==> src/rtl/rec_pkg.sv <==
package rec_pkg;
  typedef enum logic [2:0] {
    ST_IDLE,
    ST_LOW,
    ST_HIGH,
    ST_START,
    ST_SLOW,
    ST_SHIGH,
    ST_STOP
  } rec_state_t;
endpackage

==> src/rtl/rec_sync.sv <==
module rec_sync #(
  parameter int STAGES = 2
) (
  input  logic clk,
  input  logic rst,
  input  logic d,
  output logic q
);
  logic [STAGES-1:0] sh;

  generate
    if (STAGES == 1) begin : g_one
      always_ff @(posedge clk) begin
        if (rst) sh <= 1'b1;
        else     sh <= d;
      end
    end else begin : g_chain
      always_ff @(posedge clk) begin
        if (rst) sh <= '1;
        else     sh <= {sh[STAGES-2:0], d};
      end
    end
  endgenerate

  assign q = sh[STAGES-1];
endmodule

==> src/rtl/rec_phase_timer.sv <==
module rec_phase_timer #(
  parameter int HALF_CYCLES = 4
) (
  input  logic clk,
  input  logic rst,
  input  logic clr,
  output logic last
);
  localparam int W = (HALF_CYCLES > 2) ? $clog2(HALF_CYCLES) : 1;
  localparam logic [W-1:0] LAST_V = W'(HALF_CYCLES - 1);

  logic [W-1:0] cnt;

  assign last = (cnt == LAST_V);

  always_ff @(posedge clk) begin
    if (rst || clr || last) cnt <= '0;
    else                    cnt <= cnt + 1'b1;
  end


  phase_range_chk: assert property (@(posedge clk) disable iff (rst)
    cnt <= LAST_V);
endmodule

==> src/rtl/rec_pulse_counter.sv <==
module rec_pulse_counter #(
  parameter int MAX_PULSES = 9,
  localparam int CW = $clog2(MAX_PULSES + 1)
) (
  input  logic          clk,
  input  logic          rst,
  input  logic          clr,
  input  logic          inc,
  output logic [CW-1:0] cnt
);
  always_ff @(posedge clk) begin
    if (rst || clr) cnt <= '0;
    else if (inc)   cnt <= cnt + 1'b1;
  end


  pulse_lim_chk: assert property (@(posedge clk) disable iff (rst)
    cnt <= CW'(MAX_PULSES));
endmodule

==> src/rtl/bus_recover.sv <==
module bus_recover
  import rec_pkg::*;
#(
  parameter int HALF_CYCLES = 4,
  parameter int MAX_PULSES  = 9,
  parameter int SYNC_STAGES = 2
) (
  input  logic clk,
  input  logic rst,
  input  logic req,
  input  logic sda_i,
  output logic scl_oe,
  output logic sda_oe,
  output logic busy,
  output logic done,
  output logic fail
);
  localparam int CW = $clog2(MAX_PULSES + 1);

  rec_state_t st, nxt;
  logic          sda_s;
  logic          last;
  logic [CW-1:0] pulse_cnt;
  logic          accept;
  logic          finish;
  logic          give_up;
  logic          final_pulse;

  rec_sync #(.STAGES(SYNC_STAGES)) u_sync (
    .clk (clk),
    .rst (rst),
    .d   (sda_i),
    .q   (sda_s)
  );

  rec_phase_timer #(.HALF_CYCLES(HALF_CYCLES)) u_timer (
    .clk  (clk),
    .rst  (rst),
    .clr  (st == ST_IDLE),
    .last (last)
  );

  assign accept      = (st == ST_IDLE) && req;
  assign final_pulse = (pulse_cnt == CW'(MAX_PULSES - 1));

  rec_pulse_counter #(.MAX_PULSES(MAX_PULSES)) u_pulses (
    .clk (clk),
    .rst (rst),
    .clr (accept),
    .inc ((st == ST_HIGH) && last),
    .cnt (pulse_cnt)
  );

  always_comb begin
    nxt     = st;
    finish  = 1'b0;
    give_up = 1'b0;
    unique case (st)
      ST_IDLE:  if (req) nxt = ST_LOW;
      ST_LOW:   if (last) nxt = ST_HIGH;
      ST_HIGH:
        if (last) begin
          if (sda_s) begin
            nxt = ST_START;
          end else if (final_pulse) begin
            nxt     = ST_IDLE;
            finish  = 1'b1;
            give_up = 1'b1;
          end else begin
            nxt = ST_LOW;
          end
        end
      ST_START: if (last) nxt = ST_SLOW;
      ST_SLOW:  if (last) nxt = ST_SHIGH;
      ST_SHIGH: if (last) nxt = ST_STOP;
      ST_STOP:
        if (last) begin
          nxt    = ST_IDLE;
          finish = 1'b1;
        end
      default:  nxt = ST_IDLE;
    endcase
  end

  always_ff @(posedge clk) begin
    if (rst) begin
      st     <= ST_IDLE;
      scl_oe <= 1'b0;
      sda_oe <= 1'b0;
      busy   <= 1'b0;
      done   <= 1'b0;
      fail   <= 1'b0;
    end else begin
      st     <= nxt;
      scl_oe <= (nxt == ST_LOW) || (nxt == ST_SLOW);
      sda_oe <= (nxt == ST_START) || (nxt == ST_SLOW) || (nxt == ST_SHIGH);
      busy   <= (nxt != ST_IDLE);
      done   <= finish;
      if (accept)       fail <= 1'b0;
      else if (give_up) fail <= 1'b1;
    end
  end


  done_pulse_chk: assert property (@(posedge clk) disable iff (rst)
    done |=> !done);


  fail_at_limit_chk: assert property (@(posedge clk) disable iff (rst)
    $rose(fail) |-> (done && pulse_cnt == CW'(MAX_PULSES)));


  sda_edge_chk: assert property (@(posedge clk) disable iff (rst)
    (!scl_oe && !$past(scl_oe) && (sda_oe != $past(sda_oe)))
      |-> (st == ST_START || st == ST_STOP));


  req_ignored_chk: assert property (@(posedge clk) disable iff (rst)
    (busy && req) |=> (pulse_cnt >= $past(pulse_cnt)));
endmodule

==> config.mk <==
export PLATFORM = sky130hd
export DESIGN_NAME = bus_recover
export DESIGN_NICKNAME = d
export VERILOG_FILES = /design/src/rtl/rec_pkg.sv /design/src/rtl/rec_sync.sv /design/src/rtl/rec_phase_timer.sv /design/src/rtl/rec_pulse_counter.sv /design/src/rtl/bus_recover.sv
export SDC_FILE = /design/constraint.sdc
export NUM_CORES = 1
export LEC_CHECK = 0
export ABC_AREA = 1
export BUFFER_PORTS_ARGS = -buffer_cell sky130_fd_sc_hd__buf_4
export CAP_MARGIN = 20
export CORE_MARGIN = 2
export CORE_UTILIZATION = 49
export CTS_CLUSTER_SIZE = 40
export DETAILED_ROUTE_END_ITERATION = 8
export GPL_TIMING_DRIVEN = 1
export PLACE_DENSITY_LB_ADDON = 0.1
export SYNTH_ARGS = -nofsm -noshare
export SYNTH_HDL_FRONTEND = slang
export SYNTH_SLANG_ARGS = --single-unit
==> constraint.sdc <==
create_clock -name clk -period 1.35 [get_ports clk]
set_clock_uncertainty 0.2 [all_clocks]
set_input_delay 0.2025 -clock clk [delete_from_list [all_inputs] [get_ports clk]]
set_output_delay 0.2025 -clock clk [all_outputs]
set_load 0.02 [all_outputs]
### After elaboration in Yosys (flattened, before gate mapping)

Cells that the tools add are included.

| word-level totals | value |
|---|---|
| register bits | 16 |
| output and inout port bits | 5 |

| operators by class | value |
|---|---|
| add/sub/neg operators | 2 |
| equality and inequality tests | 12 |
| muxes and demuxes | 16 |
| reduce and logical (&&, ||, !) cells | 11 |

Operator list:

| cell | count |
|---|---|
| two-way mux 3 bit | 7 |
| one-hot mux 3 bit (7 select lines) | 1 |
| == test 3 bit, second input constant | 5 |
| == test 3 x 2 -> 1 bit, second input constant | 3 |
| == test 3 x 1 -> 1 bit, second input constant | 2 |
| logical OR 1 bit | 6 |
| two-way mux 1 bit | 6 |
| adder 4 x 1 -> 4 bit, second input constant | 1 |
| == test 4 bit, second input constant | 1 |
| zero test 3 bit | 1 |
| nonzero test 3 bit | 1 |
| adder 2 x 1 -> 2 bit, second input constant | 1 |
| == test 2 bit, second input constant | 1 |
| logical AND 1 bit | 2 |
| two-way mux 2 bit | 1 |
| one-hot mux 1 bit (2 select lines) | 1 |
| OR reduction 2 bit | 1 |

### Depth between registers and ports, before layout

| depth | value |
|---|---|
| depth after elaboration | 8 |
| mapped depth | 12 |
| gate-level depth less buffers | 12 |

### Hierarchy

A second synthesis with hierarchy kept.

| unflattened totals | value |
|---|---|
| cells, all modules | 98 |
| area total of the unflattened synthesis | 688.2 um^2 |

Modules (own cells, without submodules):

| module | instances | cells each | area an instance (um^2) |
|---|---|---|---|
| bus_recover | 1 | 60 | 381.6 |
| rec_pulse_counter | 1 | 22 | 172.7 |
| rec_phase_timer | 1 | 9 | 75.1 |
| rec_sync | 1 | 7 | 58.8 |

### Least setup slack after synthesis

Ideal clock, no wire load.

| path | value |
|---|---|
| kind | reg-to-reg |
| start | register u_timer.cnt[0] |
| end | register scl_oe |
| setup time | 0.064 ns |
| data arrival time | 1.201 ns |
| required time | 1.086 ns |
| slack | -0.115 ns |
| stages on the path, launching flop included | 9 |
| cell sequence | dfxtp_1 -> ha_1 -> nor2_1 -> nor2_1 -> nand2_1 -> o21ai_2 -> nor3_2 -> nand2_1 -> nor2_1 |

| on the way | value |
|---|---|
| word-level cells in the longest chain between the ends | 5 |
| elaborated cells on any way between the ends | 11 |

RTL lines:

| what | line | text |
|---|---|---|
| start: declaration | rec_phase_timer.sv:12 | `logic [W-1:0] cnt;` |
| start signal: assignment | rec_phase_timer.sv:18 | `else cnt <= cnt + 1'b1;` |
| == test 2 bit * | rec_phase_timer.sv:14 | `assign last = (cnt == LAST_V);` |
| two-way mux 3 bit (tied with other cells) | bus_recover.sv:77 | `if (last) begin` |
| one-hot mux 3 bit (7 select lines) * | bus_recover.sv:58 | `unique case (st)` |
| == test 3 x 1 -> 1 bit / == test 3 bit (equally long branches) | bus_recover.sv:95 | `scl_oe <= (nxt == ST_LOW) \|\| (nxt == ST_SLOW);` |
| logical OR 1 bit * | bus_recover.sv:95 |  |
| end signal: assignment | bus_recover.sv:95 |  |
| end: declaration | bus_recover.sv:12 | `output logic scl_oe,` |

Mark *: on every way between the ends. The rest lies on a longest branch, timed or not.
A chain may end at the register's enable or synchronous reset.

### Worst setup path after layout

| path | value |
|---|---|
| start | register u_timer.cnt[0] |
| end | register u_pulses.cnt[3] |

| on the way | value |
|---|---|
| word-level cells in the longest chain between the ends | 2 |

RTL lines:

| what | line | text |
|---|---|---|
| == test 2 bit | rec_phase_timer.sv:14 |  |
| logical AND 1 bit | bus_recover.sv:50 | `.inc ((st == ST_HIGH) && last),` |
| end signal: assignment | rec_pulse_counter.sv:13 | `else if (inc) cnt <= cnt + 1'b1;` |
| end: declaration | rec_pulse_counter.sv:9 | `output logic [CW-1:0] cnt` |

Every way passes these cells.

==> impl_metrics.csv <==
group,metric,value,unit
sta,fin_setup_tns,-0.881,ns
setup_path,worstPathRequired,1.33,ns
setup_path,reg2reg_depth,7,
sta,fin_crit_sh,1.10,
cts,clock_sinks,16,
synth,netlist.area_leader.share,0.410,
synth,synthesis.nets,112,
run_status,violations,"setup timing",
sta,maxSlewHeadroom,0.777,
die,start_util,0.519,
setup_path,critPathArrivalTime,1.46,ns
die,die_w,44.0,µm
sta,final.setup.worst_slack,-0.132,ns
sta,slew_viol_final,0,
cts,clk_pin_slew,0.09,ns
pwr,ir_worst_vdd,0.683,mV
placed_design,placed_cells,146,
cells_and_area,finalInstanceArea,1130,µm²
cells_and_area,syn_to_final_growth,45.0,%
synth,yosys-top-cells-area,"dfxtp_1, nand2_1, inv_1",
global_route,grt_max_degree,9,
die,die_h,44.0,µm
setup_path,cp-start-kind,"register",
placed_design,dpl.hpwl,1350,µm
cells_and_area,final_common_cell,"buf_4",
die,die-area,1930,µm²
drt,viasPerCell,5.06,
sta,period_needed,1.48,ns
cts,clk_path_buf_depth,2,
sta,finalHoldViolCount,0,
sta,setup_viol,14,
cells_and_area,multi_input_area,450,µm²
pwr,leakage,0.000514,µW
cells_and_area,drive_gt1_frac,0.507,
pwr,powerDensity,752,nW/µm²
global_route,grt_antenna_before_repair,0,
synth,yosysSeqAreaShare,0.410,
pwr,power,852,µW
drt,drt-total-wl,1830,µm
setup_path,cp-end-kind,"register",
synth,ys_seq_elements,16,
synth,synth_cell_types,21,
global_route,first_global_vias,770,
hold_path,hold_depth,4,
synth,syn_area_per_cell,7.45,µm²
hold_path,worstHoldPathType,"in2reg",
flow_run,drv_cap,0,
cts,htree_levels,1,
cells_and_area,antenna_cells,0,
synth,netlist_area,782,µm²
cells_and_area,n_fill_cell,124,
cts,cts_tree,"done",
drt,drt_iter0_drc,12,
cells_and_area,final_cell_mix,"buf_4, nand2_1, nor2_1",
sta,tightest_slew,0.334,ns
placed_design,dpl_cell_area,1010,µm²
sta,fmax,0.675,GHz
drt,num_vias,779,
placed_design,place.gp.congestion,0.833,
global_route,grt_pass1_wl,3040,µm
drt,detail-route-antenna-nets,0,
global_route,grt-ovfl-total,0,
cts,numCtsBuffers,3,
cells_and_area,postLayoutCoreUtil,0.752,
cts,root_buffer,"clkbuf_4",
cells_and_area,nets,147,
die,rows,14,
die,pin_count,9,
sta,rsz0062_at_grt,"true",
cts,clk_latency,0.29,ns
setup_path,worstSetupPathType,"reg2reg",
drt,routedWlPerCell,11.9,µm
global_route,grt_usage,0.219,
synth,synth_cells,105,
drt,drt_pass1_iterations,3,
synth,synth_top_cell_by_area,"dfxtp_1",
drt,drc,0,
placed_design,portBuffers,8,
synth,yosys_warnings,0,
die,coreArea,1510,µm²
cells_and_area,instances_no_fill,154,
setup_path,cp_max_fo,4,
run_status,status,"finished, violations left",
cells_and_area,seq_area,329,µm²
[critical path: stages, from the launching register on]
cell     delay, ns
dfxtp_2       0.35
ha_4          0.17
nand2_1       0.09
buf_4         0.15
nor2_4        0.10
nand4_1       0.12
xor2_1        0.16
nor2_1        0.05
[metal layers]
metal	vias up	global-route usage	routed length, µm
li1	401	-	-
met1	363	0.243	729
met2	10	0.403	1020
met3	5	0.0250	33
met4	0	0.109	41
met5	-	0	0
[worst paths after layout]
check / end / slack [ns] / start
max: u_pulses.cnt[3] / -0.13 / u_timer.cnt[0]
min: sda_oe / 0.02 / rst
max reg2reg: u_pulses.cnt[3] / -0.13 / u_timer.cnt[0]
min reg2reg: u_sync.sh[1] / 0.21 / u_sync.sh[0]
[report_power, final]
part | internal, µW | switching (µW) | leakage (µW)
clock network | 104 | 145 | 0.0000138
logic | 50.0 | 57.8 | 0.000366
registers | 486 | 9.49 | 0.000134
[sequential cells by signal, indices dropped and copies added, names as in the netlist]
register	count
u_pulses.cnt	4
st	3
u_sync.sh	2
u_timer.cnt	2
busy	1
done	1
fail	1
scl_oe	1
sda_oe	1
[stage by stage]
step	hold slack [ns]	setup WS, ns
floorplan	0.0716	0.00465
detailed placement	0.193	-0.125
CTS	0.0215	-0.141
finish	0.0192	-0.132
global placement	0.187	-0.105
global route	0.0517	-0.248
[cell type report]
class	instances	share of cell area
clock buffers	3	0.0199
inverters	18	0.0651
multi-input cells	70	0.397
flip-flops and latches	16	0.290
well taps	16	0.0177
repair buffers	31	0.210
[repair_timing]
| action | CTS | global route |
|---|---|---|
| gates cloned | 0 | 0 |
| hold buffers | 2 | 0 |
| hold endpoints to repair | 7 | 0 |
| resized for setup | 9 | 10 |
| setup buffers | 2 | 1 |
| setup endpoints to repair | 10 | 14 |
| pin swaps | 3 | 4 |
[Yosys cell counts]
master	instances
a21oi_1	6
buf_4	1
clkinv_1	2
dfxtp_1	16
ha_1	3
inv_1	11
inv_2	5
nand2_1	18
nand2_2	4
nand3_1	7
nand3_2	1
nand3b_1	1
nand4_1	3
nor2_1	11
nor2_2	3
nor2_4	1
nor3_2	2
o21ai_1	5
o21ai_2	2
or2_2	2
xor2_1	1
[cell families (layout without fill, tap and decap cells)]
logic type / after synthesis / after routing / share of synthesized area
and+or+nand+nor: 53 / 53 / 0.342
DFF: 16 / 16 / 0.410
xor gates and xnor gates: 1 / 1 / 0.0112
AOI/OAI and AO/OA: 13 / 13 / 0.0928
adders and majority gates: 3 / 3 / 0.0480
buffers and inverters: 19 / 52 / 0.0960
(Power assumes the default switching activity.)
